**src/rtl/fab_pkg.sv**
```systemverilog
// Package fab_pkg: shared types and helpers of the fetch address selector.
// Assumes two-bit direction counters; the upper bit is the prediction.
package fab_pkg;
    typedef enum logic [1:0] {
        CTR_STRONG_NT = 2'd0,
        CTR_WEAK_NT   = 2'd1,
        CTR_WEAK_T    = 2'd2,
        CTR_STRONG_T  = 2'd3
    } ctr_t;

    // Saturating step of a direction counter toward the resolved outcome.
    function automatic ctr_t ctr_step(input ctr_t cur, input logic taken);
        ctr_t res;
        res = cur;
        if (taken && cur != CTR_STRONG_T)
            res = ctr_t'(cur + 2'd1);
        else if (!taken && cur != CTR_STRONG_NT)
            res = ctr_t'(cur - 2'd1);
        return res;
    endfunction
endpackage

```
**src/rtl/fab_btb.sv**
```systemverilog
// Module fab_btb: direct-mapped branch target buffer.
// One lookup port and one write port. Entries are indexed by group address
// bits above the in-group offset and tagged by the remaining upper bits.
// A write in a cycle is visible to lookups from the next cycle.
module fab_btb #(
    parameter int ADDR_W = 32,
    parameter int GROUP  = 4,
    parameter int DEPTH  = 16
) (
    input  logic                     clk,
    input  logic                     rst_n,
    input  logic [ADDR_W-1:0]        lk_pc,
    output logic                     lk_hit,
    output logic [ADDR_W-1:0]        lk_target,
    output logic [$clog2(GROUP)-1:0] lk_slot,
    input  logic                     wr_en,
    input  logic [ADDR_W-1:0]        wr_pc,
    input  logic [ADDR_W-1:0]        wr_target,
    input  logic [$clog2(GROUP)-1:0] wr_slot
);
    localparam int OFS    = $clog2(GROUP) + 2;
    localparam int IW     = $clog2(DEPTH);
    localparam int TAG_W  = ADDR_W - OFS - IW;
    localparam int SLOT_W = $clog2(GROUP);

    logic              ent_valid [DEPTH];
    logic [TAG_W-1:0]  ent_tag   [DEPTH];
    logic [ADDR_W-1:0] ent_tgt   [DEPTH];
    logic [SLOT_W-1:0] ent_slot  [DEPTH];

    logic [IW-1:0]    lk_idx, wr_idx;
    logic [TAG_W-1:0] lk_tag, wr_tag;
    logic             unused_lo;

    assign lk_idx    = lk_pc[OFS +: IW];
    assign lk_tag    = lk_pc[ADDR_W-1 -: TAG_W];
    assign wr_idx    = wr_pc[OFS +: IW];
    assign wr_tag    = wr_pc[ADDR_W-1 -: TAG_W];
    assign unused_lo = ^{lk_pc[OFS-1:0], wr_pc[OFS-1:0]};

    // Valid bits: cleared by reset, set by every write.
    always_ff @(posedge clk) begin
        if (!rst_n) begin
            for (int i = 0; i < DEPTH; i++) ent_valid[i] <= 1'b0;
        end else if (wr_en) begin
            ent_valid[wr_idx] <= 1'b1;
        end
    end

    // Entry payload: tag, target and slot, written or refreshed on update.
    always_ff @(posedge clk) begin
        if (wr_en) begin
            ent_tag[wr_idx]  <= wr_tag;
            ent_tgt[wr_idx]  <= wr_target;
            ent_slot[wr_idx] <= wr_slot;
        end
    end

    // Lookup: hit on valid entry with matching tag.
    always_comb begin
        lk_hit    = ent_valid[lk_idx] && (ent_tag[lk_idx] == lk_tag);
        lk_target = ent_tgt[lk_idx];
        lk_slot   = ent_slot[lk_idx];
    end

    // a write is seen by a lookup of the same address one cycle later.
    p_write_visible_r9: assert property (@(posedge clk) disable iff (!rst_n)
        wr_en |=> (lk_pc[ADDR_W-1:OFS] != $past(wr_pc[ADDR_W-1:OFS])) ||
                  (lk_hit && lk_target == $past(wr_target) && lk_slot == $past(wr_slot)));
endmodule

```
**src/rtl/fab_pht.sv**
```systemverilog
// Module fab_pht: table of two-bit saturating direction counters.
// Indexed by group address bits above the in-group offset. Counters reset to
// weakly not taken. One training update per cycle, visible the next cycle.
module fab_pht #(
    parameter int ADDR_W = 32,
    parameter int GROUP  = 4,
    parameter int DEPTH  = 64
) (
    input  logic              clk,
    input  logic              rst_n,
    input  logic [ADDR_W-1:0] lk_pc,
    output logic              lk_taken,
    input  logic              wr_en,
    input  logic [ADDR_W-1:0] wr_pc,
    input  logic              wr_taken
);
    import fab_pkg::*;

    localparam int OFS = $clog2(GROUP) + 2;
    localparam int IW  = $clog2(DEPTH);

    ctr_t          ctr [DEPTH];
    logic [IW-1:0] lk_idx, wr_idx;
    logic          unused_bits;

    assign lk_idx      = lk_pc[OFS +: IW];
    assign wr_idx      = wr_pc[OFS +: IW];
    assign unused_bits = ^{lk_pc[OFS-1:0], wr_pc[OFS-1:0],
                           lk_pc[ADDR_W-1:OFS+IW], wr_pc[ADDR_W-1:OFS+IW]};

    // Counter array: reset to weakly not taken, stepped on update.
    always_ff @(posedge clk) begin
        if (!rst_n) begin
            for (int i = 0; i < DEPTH; i++) ctr[i] <= CTR_WEAK_NT;
        end else if (wr_en) begin
            ctr[wr_idx] <= ctr_step(ctr[wr_idx], wr_taken);
        end
    end

    // Prediction: upper counter bit.
    assign lk_taken = ctr[lk_idx][1];

    // a taken update of a saturated counter leaves it saturated.
    p_no_wrap_up_r5: assert property (@(posedge clk) disable iff (!rst_n)
        (wr_en && wr_taken && ctr[wr_idx] == CTR_STRONG_T) |=> ctr[$past(wr_idx)] == CTR_STRONG_T);
    // a not-taken update of a zero counter leaves it at zero.
    p_no_wrap_down_r5: assert property (@(posedge clk) disable iff (!rst_n)
        (wr_en && !wr_taken && ctr[wr_idx] == CTR_STRONG_NT) |=> ctr[$past(wr_idx)] == CTR_STRONG_NT);
endmodule

```
**src/rtl/fab_mask.sv**
```systemverilog
// Module fab_mask: builds the valid-slot mask of the fetched group.
// All slots are valid unless a taken branch cuts the group after its slot;
// nothing is valid without a cache response.
module fab_mask #(
    parameter int GROUP = 4
) (
    input  logic                     clk,
    input  logic                     rst_n,
    input  logic                     rsp_valid,
    input  logic                     cut,
    input  logic [$clog2(GROUP)-1:0] cut_slot,
    output logic [GROUP-1:0]         mask
);
    // One enable per slot.
    for (genvar g = 0; g < GROUP; g++) begin : g_slot
        assign mask[g] = rsp_valid && (!cut || (g <= int'(cut_slot)));
    end

    // the mask is always a run of ones starting at slot 0.
    p_mask_prefix_r3: assert property (@(posedge clk) disable iff (!rst_n)
        ((mask & (mask + 1'b1)) == '0));
    // no slot is valid without a response.
    p_mask_empty_r8: assert property (@(posedge clk) disable iff (!rst_n)
        !rsp_valid |-> mask == '0);
endmodule

```
**src/rtl/fetch_addr_sel.sv**
```systemverilog
// Module fetch_addr_sel: top of the branch-predicted fetch address selector.
// Holds the fetch address, looks up target buffer and direction table in the
// same cycle as the cache request, and picks redirect, target, fall-through
// or hold as the next address. Assumes group-aligned fetch addresses and a
// cache response that arrives in the request cycle.
module fetch_addr_sel #(
    parameter int              ADDR_W    = 32,
    parameter int              GROUP     = 4,
    parameter int              BTB_DEPTH = 16,
    parameter int              PHT_DEPTH = 64,
    parameter logic [ADDR_W-1:0] RESET_PC = 32'h0000_0100
) (
    input  logic                     clk,
    input  logic                     rst_n,
    input  logic                     redirect_valid,
    input  logic [ADDR_W-1:0]        redirect_pc,
    output logic [ADDR_W-1:0]        icache_req_addr,
    input  logic                     icache_rsp_valid,
    output logic [ADDR_W-1:0]        next_pc,
    output logic [GROUP-1:0]         slot_mask,
    output logic                     pred_taken,
    input  logic                     upd_valid,
    input  logic [ADDR_W-1:0]        upd_pc,
    input  logic                     upd_taken,
    input  logic [ADDR_W-1:0]        upd_target,
    input  logic [$clog2(GROUP)-1:0] upd_slot
);
    localparam int SLOT_W = $clog2(GROUP);
    localparam int GSTEP  = 4 * GROUP;

    logic [ADDR_W-1:0] pc_q, pc_d, fall_pc, btb_target;
    logic              btb_hit, dir_taken;
    logic [SLOT_W-1:0] btb_slot;

    assign icache_req_addr = pc_q;
    assign fall_pc         = pc_q + ADDR_W'(GSTEP);

    fab_btb #(.ADDR_W(ADDR_W), .GROUP(GROUP), .DEPTH(BTB_DEPTH)) u_btb (
        .clk(clk), .rst_n(rst_n),
        .lk_pc(pc_q), .lk_hit(btb_hit), .lk_target(btb_target), .lk_slot(btb_slot),
        .wr_en(upd_valid), .wr_pc(upd_pc), .wr_target(upd_target), .wr_slot(upd_slot)
    );

    fab_pht #(.ADDR_W(ADDR_W), .GROUP(GROUP), .DEPTH(PHT_DEPTH)) u_pht (
        .clk(clk), .rst_n(rst_n),
        .lk_pc(pc_q), .lk_taken(dir_taken),
        .wr_en(upd_valid), .wr_pc(upd_pc), .wr_taken(upd_taken)
    );

    assign pred_taken = btb_hit && dir_taken;

    fab_mask #(.GROUP(GROUP)) u_mask (
        .clk(clk), .rst_n(rst_n),
        .rsp_valid(icache_rsp_valid), .cut(pred_taken), .cut_slot(btb_slot),
        .mask(slot_mask)
    );

    // Predicted next address: hold without a response, else target or fall-through.
    always_comb begin
        if (!icache_rsp_valid) next_pc = pc_q;
        else if (pred_taken)   next_pc = btb_target;
        else                   next_pc = fall_pc;
    end

    // Redirect from the back end wins over the prediction.
    assign pc_d = redirect_valid ? redirect_pc : next_pc;

    // Fetch address register.
    always_ff @(posedge clk) begin
        if (!rst_n) pc_q <= RESET_PC;
        else        pc_q <= pc_d;
    end

    // a redirect sets the fetch address on the next edge.
    p_redirect_r7: assert property (@(posedge clk) disable iff (!rst_n)
        redirect_valid |=> icache_req_addr == $past(redirect_pc));
    // an accepted group without a taken prediction steps by one group.
    p_seq_step_r2: assert property (@(posedge clk) disable iff (!rst_n)
        (!redirect_valid && icache_rsp_valid && !pred_taken) |=>
        icache_req_addr == $past(icache_req_addr) + ADDR_W'(GSTEP));
    // without a response the fetch address holds.
    p_hold_r8: assert property (@(posedge clk) disable iff (!rst_n)
        (!redirect_valid && !icache_rsp_valid) |=> $stable(icache_req_addr));
endmodule

```
**config.mk**
```make
export PLATFORM = sky130hd
export DESIGN_NAME = fetch_addr_sel
export DESIGN_NICKNAME = d
export VERILOG_FILES = /design/src/rtl/fab_pkg.sv /design/src/rtl/fab_btb.sv /design/src/rtl/fab_pht.sv /design/src/rtl/fab_mask.sv /design/src/rtl/fetch_addr_sel.sv
export SDC_FILE = /design/constraint.sdc
export NUM_CORES = 1
export LEC_CHECK = 0
export CAP_MARGIN = 10
export CORE_MARGIN = 2
export CORE_UTILIZATION = 40
export CTS_CLUSTER_SIZE = 10
export DETAILED_ROUTE_END_ITERATION = 10
export GPL_ROUTABILITY_DRIVEN = 0
export REMOVE_ABC_BUFFERS = 1
export SLEW_MARGIN = 25
export SYNTH_ARGS = -nofsm -noshare
export SYNTH_HDL_FRONTEND = slang
export SYNTH_SLANG_ARGS = --single-unit
```
**constraint.sdc**
```tcl
create_clock -name clk -period 6.86 [get_ports clk]
set_input_delay 0.686 -clock clk [delete_from_list [all_inputs] [get_ports clk]]
set_output_delay 0.686 -clock clk [all_outputs]
set_load 0.05 [all_outputs]
```
==> impl_metrics.toml, run 1 <==
[drt]
wl_um = 129800
drc = 0
route.met2.wl_um = 60980
initialDrtViolationCount = 3173
routedWlPerCell_um = 29.47
highest_layer = "met5"
wl_met1_um = 53590
ant_nets = 0
routed_via_density = 5.976
route.met3.wl_um = 13080
num_vias = 26332
firstDrtPassIters = 8

[placed_design]
hpwl_um = 78600
pre_cts_ws_ns = 1.080
dpl.cell_count = 4215
portBuffers = 168
place_area_um2 = 50120

[timing]
maxSlewViolCount = 0
fin_crit_ns = 6.466
post-route-period-util = 0.9426
fmax_mhz = 154.7
rsz0062_at_grt = "no"
hold_viol = 0
setup_viol = 0
worst_slew_margin_rel = 0.2687
fin_ws_ns = 0.3940
tightest_slew_ns = 1.093
fin_tns_setup_ns = 0
fin_skew_ns = 0.02879

[yosys]
synthMuxAreaShare = 0.1719
synthXorXnorAreaFrac = 0.003582
synth_adder_area_share = 0.0008080
synthSimpleGateAreaFrac = 0.06229
synth_edf_count = 1056
synth-compound-area-share = 0.03560
yosys.cell_types.count = 81
synth_seq_cells = 1104
synthArstFlopShare = 0
synth_top_family_by_area = "multiplexers"
ys_warn_count = 0
yosysSeqAreaShare = 0.7033
netlist_area_um2 = 46460
syn_inst = 2630
ys.flop_type = "edfxtp_1"
avgSynthCellArea_um2 = 17.66

[clock_network]
cts_buffer_depth = 3
clock_latency_ns = 0.74
root_buffer = "clkbuf_16"
cts_tree = "yes"
numCtsBuffers = 130
clock-sinks = 1104
cts_resized = 0
path_clk_slew_ns = 0.06
htreeDepth = 4

[worst_setup_path]
cp-end-kind = "output pin"
cp.arrival_ns = 5.78
setup.worst_path.start_class = "flop"
critPathKind = "flop to output pin"
cp.required_ns = 6.17
path_max_fanout = 36

[layout]
final_cells = 4406
nNetsFinal = 2932
layout-drive-gt1-share = 0.2174
finalCoreUtilization = 0.4650
fin_area_um2 = 53810
area_delta_synth_final_pct = 15.83

[grt]
grtUsageTotal = 0.2180
antenna_found_initial = 7
first_global_vias = 26463
grt-ovfl-total = 0
grt_pass1_wl_um = 185100
grt_max_degree = 95

[power]
p_per_area_nw_per_um2 = 282.8
p_leak_nw = 16.83
peakVddDrop_uv = 256.4

[min_path]
hold_path_class = "flop to flop"

[floorplanning]
start_util = 0.4014
dieArea_um2 = 118900
core_area_um2 = 115700
io_pins = 173
die_w_um = 344.8
die_y_um = 344.8
fp-row-count = 125

[job]
cap_viol_max_count = 0

[outcome]
status = "finished clean"
## final timing paths
path                                         start                 end  slack (ns)  cells past startpoint
worst max register to register  icache_req_addr[6]  icache_req_addr[8]        2.09                     11
worst min register to register  u_btb.ent_valid[1]  u_btb.ent_valid[1]        0.47                      2
worst min-delay path            u_btb.ent_valid[1]  u_btb.ent_valid[1]        0.47                      2
worst max-delay path            icache_req_addr[5]          pred_taken        0.39                     10
## flip-flops by register name, summed over array words and instances, names as in the netlist
| name | count |
|---|---|
| icache_req_addr | 32 |
| u_btb.ent_slot | 32 |
| u_btb.ent_tag | 384 |
| u_btb.ent_tgt | 512 |
| u_btb.ent_valid | 16 |
| u_pht.ctr | 128 |
## cell usage in the layout (no fill, tap or decap), types with 15 or more instances in the layout
master	count
clkbuf_1	37
clkbuf_16	131
o22ai_1	18
edfxtp_1	1056
buf_4	86
xnor2_1	15
mux2_2	31
nor2_1	145
nor3_1	45
a31oi_1	18
a21oi_1	17
nand3_1	93
mux2i_1	121
dfxtp_1	44
buf_12	30
o21ai_0	67
or3_1	19
a22oi_1	36
nand2_1	183
mux4_2	283
inv_1	22
clkdlybuf4s50_1	128
## worst max-delay path, stage by stage (launching register included)
cell and delay [ns]:
dfxtp_4 0.81, buf_12 0.34, mux4_2 0.54, mux2i_1 0.46, nor3_1 0.13, a221oi_1 0.21, and3_1 0.31, nand3_1 0.21
or2_2 0.33, nor3b_1 0.68, clkdlybuf4s50_1 0.95
## per-stage QoR
stage,hold slack [ns],power (mW)
after detailed placement,0.4586,9.292
final,0.4721,15.22
after global routing,0.4730,15.67
after CTS,0.4298,15.31
after global placement,0.4443,9.259
after floorplan,0.4346,8.789
## logic make-up after synthesis
group	count (synthesis)
muxes	437
xor gates and xnor gates	19
DFF	1104
and+or+nand+nor	612
buffers and inverters	215
AOI/OAI and AO/OA	240
adders and majority gates	3
## cell usage after synthesis (all sizes together), types with 18 or more instances
cell	number	area [um2]
or3	19	118.9
nor3	50	250.2
nor2	159	596.8
o22ai	18	112.6
nand3	93	465.5
a31oi	18	112.6
o21ai	72	364.1
mux2	31	349.1
a22oi	36	270.3
buf	78	533.0
clkbuf	109	409.1
mux2i	121	1211
mux4	285	6426
nand2	183	686.9
inv	26	97.59
dfxtp	48	960.9
edfxtp	1056	31710
## routing by layer
layer  vias to the layer above  GRT usage
met1                     13831     0.3079
met4                         6    0.04969
li1                      11002          -
met3                       159    0.05838
met2                      1334     0.3397
met5                         -          0
## layout make-up
class / count / area, um2
fill: 9717 / 61920
sequential: 1104 / 32680
multi-input combinational: 1311 / 12900
clock buffer: 171 / 3458
timing repair buffer: 250 / 2580
tap: 1524 / 1907
clock inverter: 15 / 168.9
inverter: 28 / 106.4
antenna: 3 / 7.507
## what timing repair did
action	4_1_cts	5_1_grt
setup buffers	0	1
setup endpoints to repair	0	3
hold buffers	0	0
## where the power goes
part	total [mW]	internal, mW	switching (mW)
clock network	6.05	3.50	2.55
logic	1.51	0.591	0.923
registers	7.65	7.54	0.107
(Power assumes the default switching activity.)
==> run 2: changes to the inputs <==
- CTS_CLUSTER_DIAMETER: not set -> 80
==> run 2 against run 1 <==
Global-route usage decreased by 0.11 points. Wire length about the same. Clock power is 5.1% lower. Core utilization shrank 0.26 points. Worst hold slack better by 0.0039 ns. Clock skew about the same. Clock-buffer cell count shrank 2. Non-clock buffer count is 1 lower. Final cell count shrank 0.18%. Sequential share of layout area is 0.35 points higher. Register-to-register slack worse by 0.03 ns. Largest cell class unchanged.
==> impl_metrics.toml, run 2 (synthesized netlist as in run 1, its figures left out) <==
[worst_setup_path]
critPathKind = "flop to output pin"
cp.required_ns = 6.17
cp-end-kind = "output pin"
cp.arrival_ns = 5.82
path_max_fanout = 36
setup.worst_path.start_class = "flop"

[drt]
wl_um = 129900
firstDrtPassIters = 6
ant_nets = 0
drc = 0
num_vias = 26277
initialDrtViolationCount = 3166
routed_via_density = 5.975
routedWlPerCell_um = 29.53

[min_path]
hold_path_class = "flop to flop"

[timing]
worst_slew_margin_rel = 0.2502
fmax_mhz = 153.8
fin_tns_setup_ns = 0
rsz0062_at_grt = "no"
post-route-period-util = 0.9477
maxSlewViolCount = 0
fin_crit_ns = 6.501
fin_skew_ns = 0.02918
tightest_slew_ns = 1.122
hold_viol = 0
setup_viol = 0

[grt]
grt_max_degree = 95
grt_pass1_wl_um = 185200
grtUsageTotal = 0.2170
antenna_found_initial = 7
first_global_vias = 26388
grt-ovfl-total = 0

[floorplanning]
fp-row-count = 125
start_util = 0.4014
dieArea_um2 = 118900
core_area_um2 = 115700
die_y_um = 344.8
io_pins = 173
die_w_um = 344.8

[layout]
nFillCells = 9753
final_common_cell = "edfxtp_1"
multiInputGateArea_um2 = 12900
top_register = "u_btb.ent_tgt"
largest_reg_flops = 512
nNetsFinal = 2921
fin_area_um2 = 53510
layout-drive-gt1-share = 0.2115
reg_top3 = "u_btb.ent_tgt (512), u_btb.ent_tag (384), u_pht.ctr (128)"
area_delta_synth_final_pct = 15.18
layout_common_cells = "1,056 x edfxtp_1, 283 x mux4_2, 183 x nand2_1"
final_cells = 4398
finalCoreUtilization = 0.4623
seqCellArea_um2 = 32680

[clock_network]
clock_latency_ns = 0.73
cts_tree = "yes"
cts_hold_buf = 0
htreeDepth = 3
numCtsBuffers = 120
cts_resized = 0
path_clk_slew_ns = 0.06
postCtsSetupRepairBufs = 0
root_buffer = "clkbuf_16"
clock-sinks = 1104
cts_buffer_depth = 3

[outcome]
status = "finished clean"

[job]
cap_viol_max_count = 0

[power]
pwr-share-clk = 0.385
p_sw_mw = 3.544
p_comb_frac = 0.102
p_leak_nw = 16.67
peakVddDrop_uv = 202.1
p_per_area_nw_per_um2 = 278.4
p_seq_frac = 0.513
internal_power_mw = 11.36
p_sw_frac = 0.2379

[placed_design]
place_area_um2 = 50120
dpl.cell_count = 4215
hpwl_um = 78600
portBuffers = 168
## run 2: changes by cell type in the layout (fill, tap and decap cells not counted)
cell	change
bufinv_16	+1
diode_2	+1
buf_16	-1
inv_6	-2
clkbuf_8	-3
clkbuf_1	+12
clkinv_16	+1
clkinv_1	-2
inv_16	+3
clkinv_2	-1
clkinv_8	-6
clkbuf_16	-11
## run 2: power groups by stage
stage | combinational [mW] | sequential [mW] | clock [mW]
floorplan | 0.921 | 7.87 | 0
CTS | 1.51 | 7.65 | 5.83
finish | 1.51 | 7.65 | 5.74
global placement | 1.48 | 7.78 | 0
detailed placement | 1.50 | 7.79 | 0
global route | 1.59 | 7.66 | 6.09
## run 2: per-layer routing
layer  wire length (um)  track usage
met1              53690       0.3097
met2              60860       0.3391
met3              13040      0.05469
met4               2231      0.04446
met5                 38            0
## run 2: layout make-up
class                           count  area share
Clock inverter                      9    0.003016
Clock buffer                      169     0.05956
Antenna cell                        4   0.0001871
Sequential cell                  1104      0.6108
Timing Repair Buffer              249     0.04770
Tap cell                         1524     0.03564
Inverter                           28    0.001988
Multi-Input combinational cell   1311      0.2411
## run 2: worst paths after layout
kind                      start  depth (start not counted)  slack (ns)            endpoint
max          icache_req_addr[5]                         10        0.36          pred_taken
min          u_btb.ent_valid[1]                          2        0.48  u_btb.ent_valid[1]
max reg2reg  icache_req_addr[6]                         11        2.06  icache_req_addr[8]
min reg2reg  u_btb.ent_valid[1]                          2        0.48  u_btb.ent_valid[1]
## run 2: stage by stage
stage / total power, mW / worst slack [ns] / hold slack (ns)
2_1_floorplan: 8.789 / -14.76 / 0.4346
3_3_place_gp: 9.259 / 1.156 / 0.4443
3_5_place_dp: 9.292 / 1.080 / 0.4586
4_1_cts: 14.99 / 0.2777 / 0.4415
5_1_grt: 15.34 / 0.09304 / 0.4794
6_report: 14.90 / 0.3588 / 0.4759
## run 2: worst max-delay path, cell delays in order, from the launching register on
cell	delay [ns]
dfxtp_4	0.81
buf_12	0.33
mux4_2	0.54
mux2i_1	0.44
nor3_1	0.13
a221oi_1	0.21
and3_1	0.33
nand3_1	0.22
or2_2	0.33
nor3b_1	0.70
clkdlybuf4s50_1	0.95
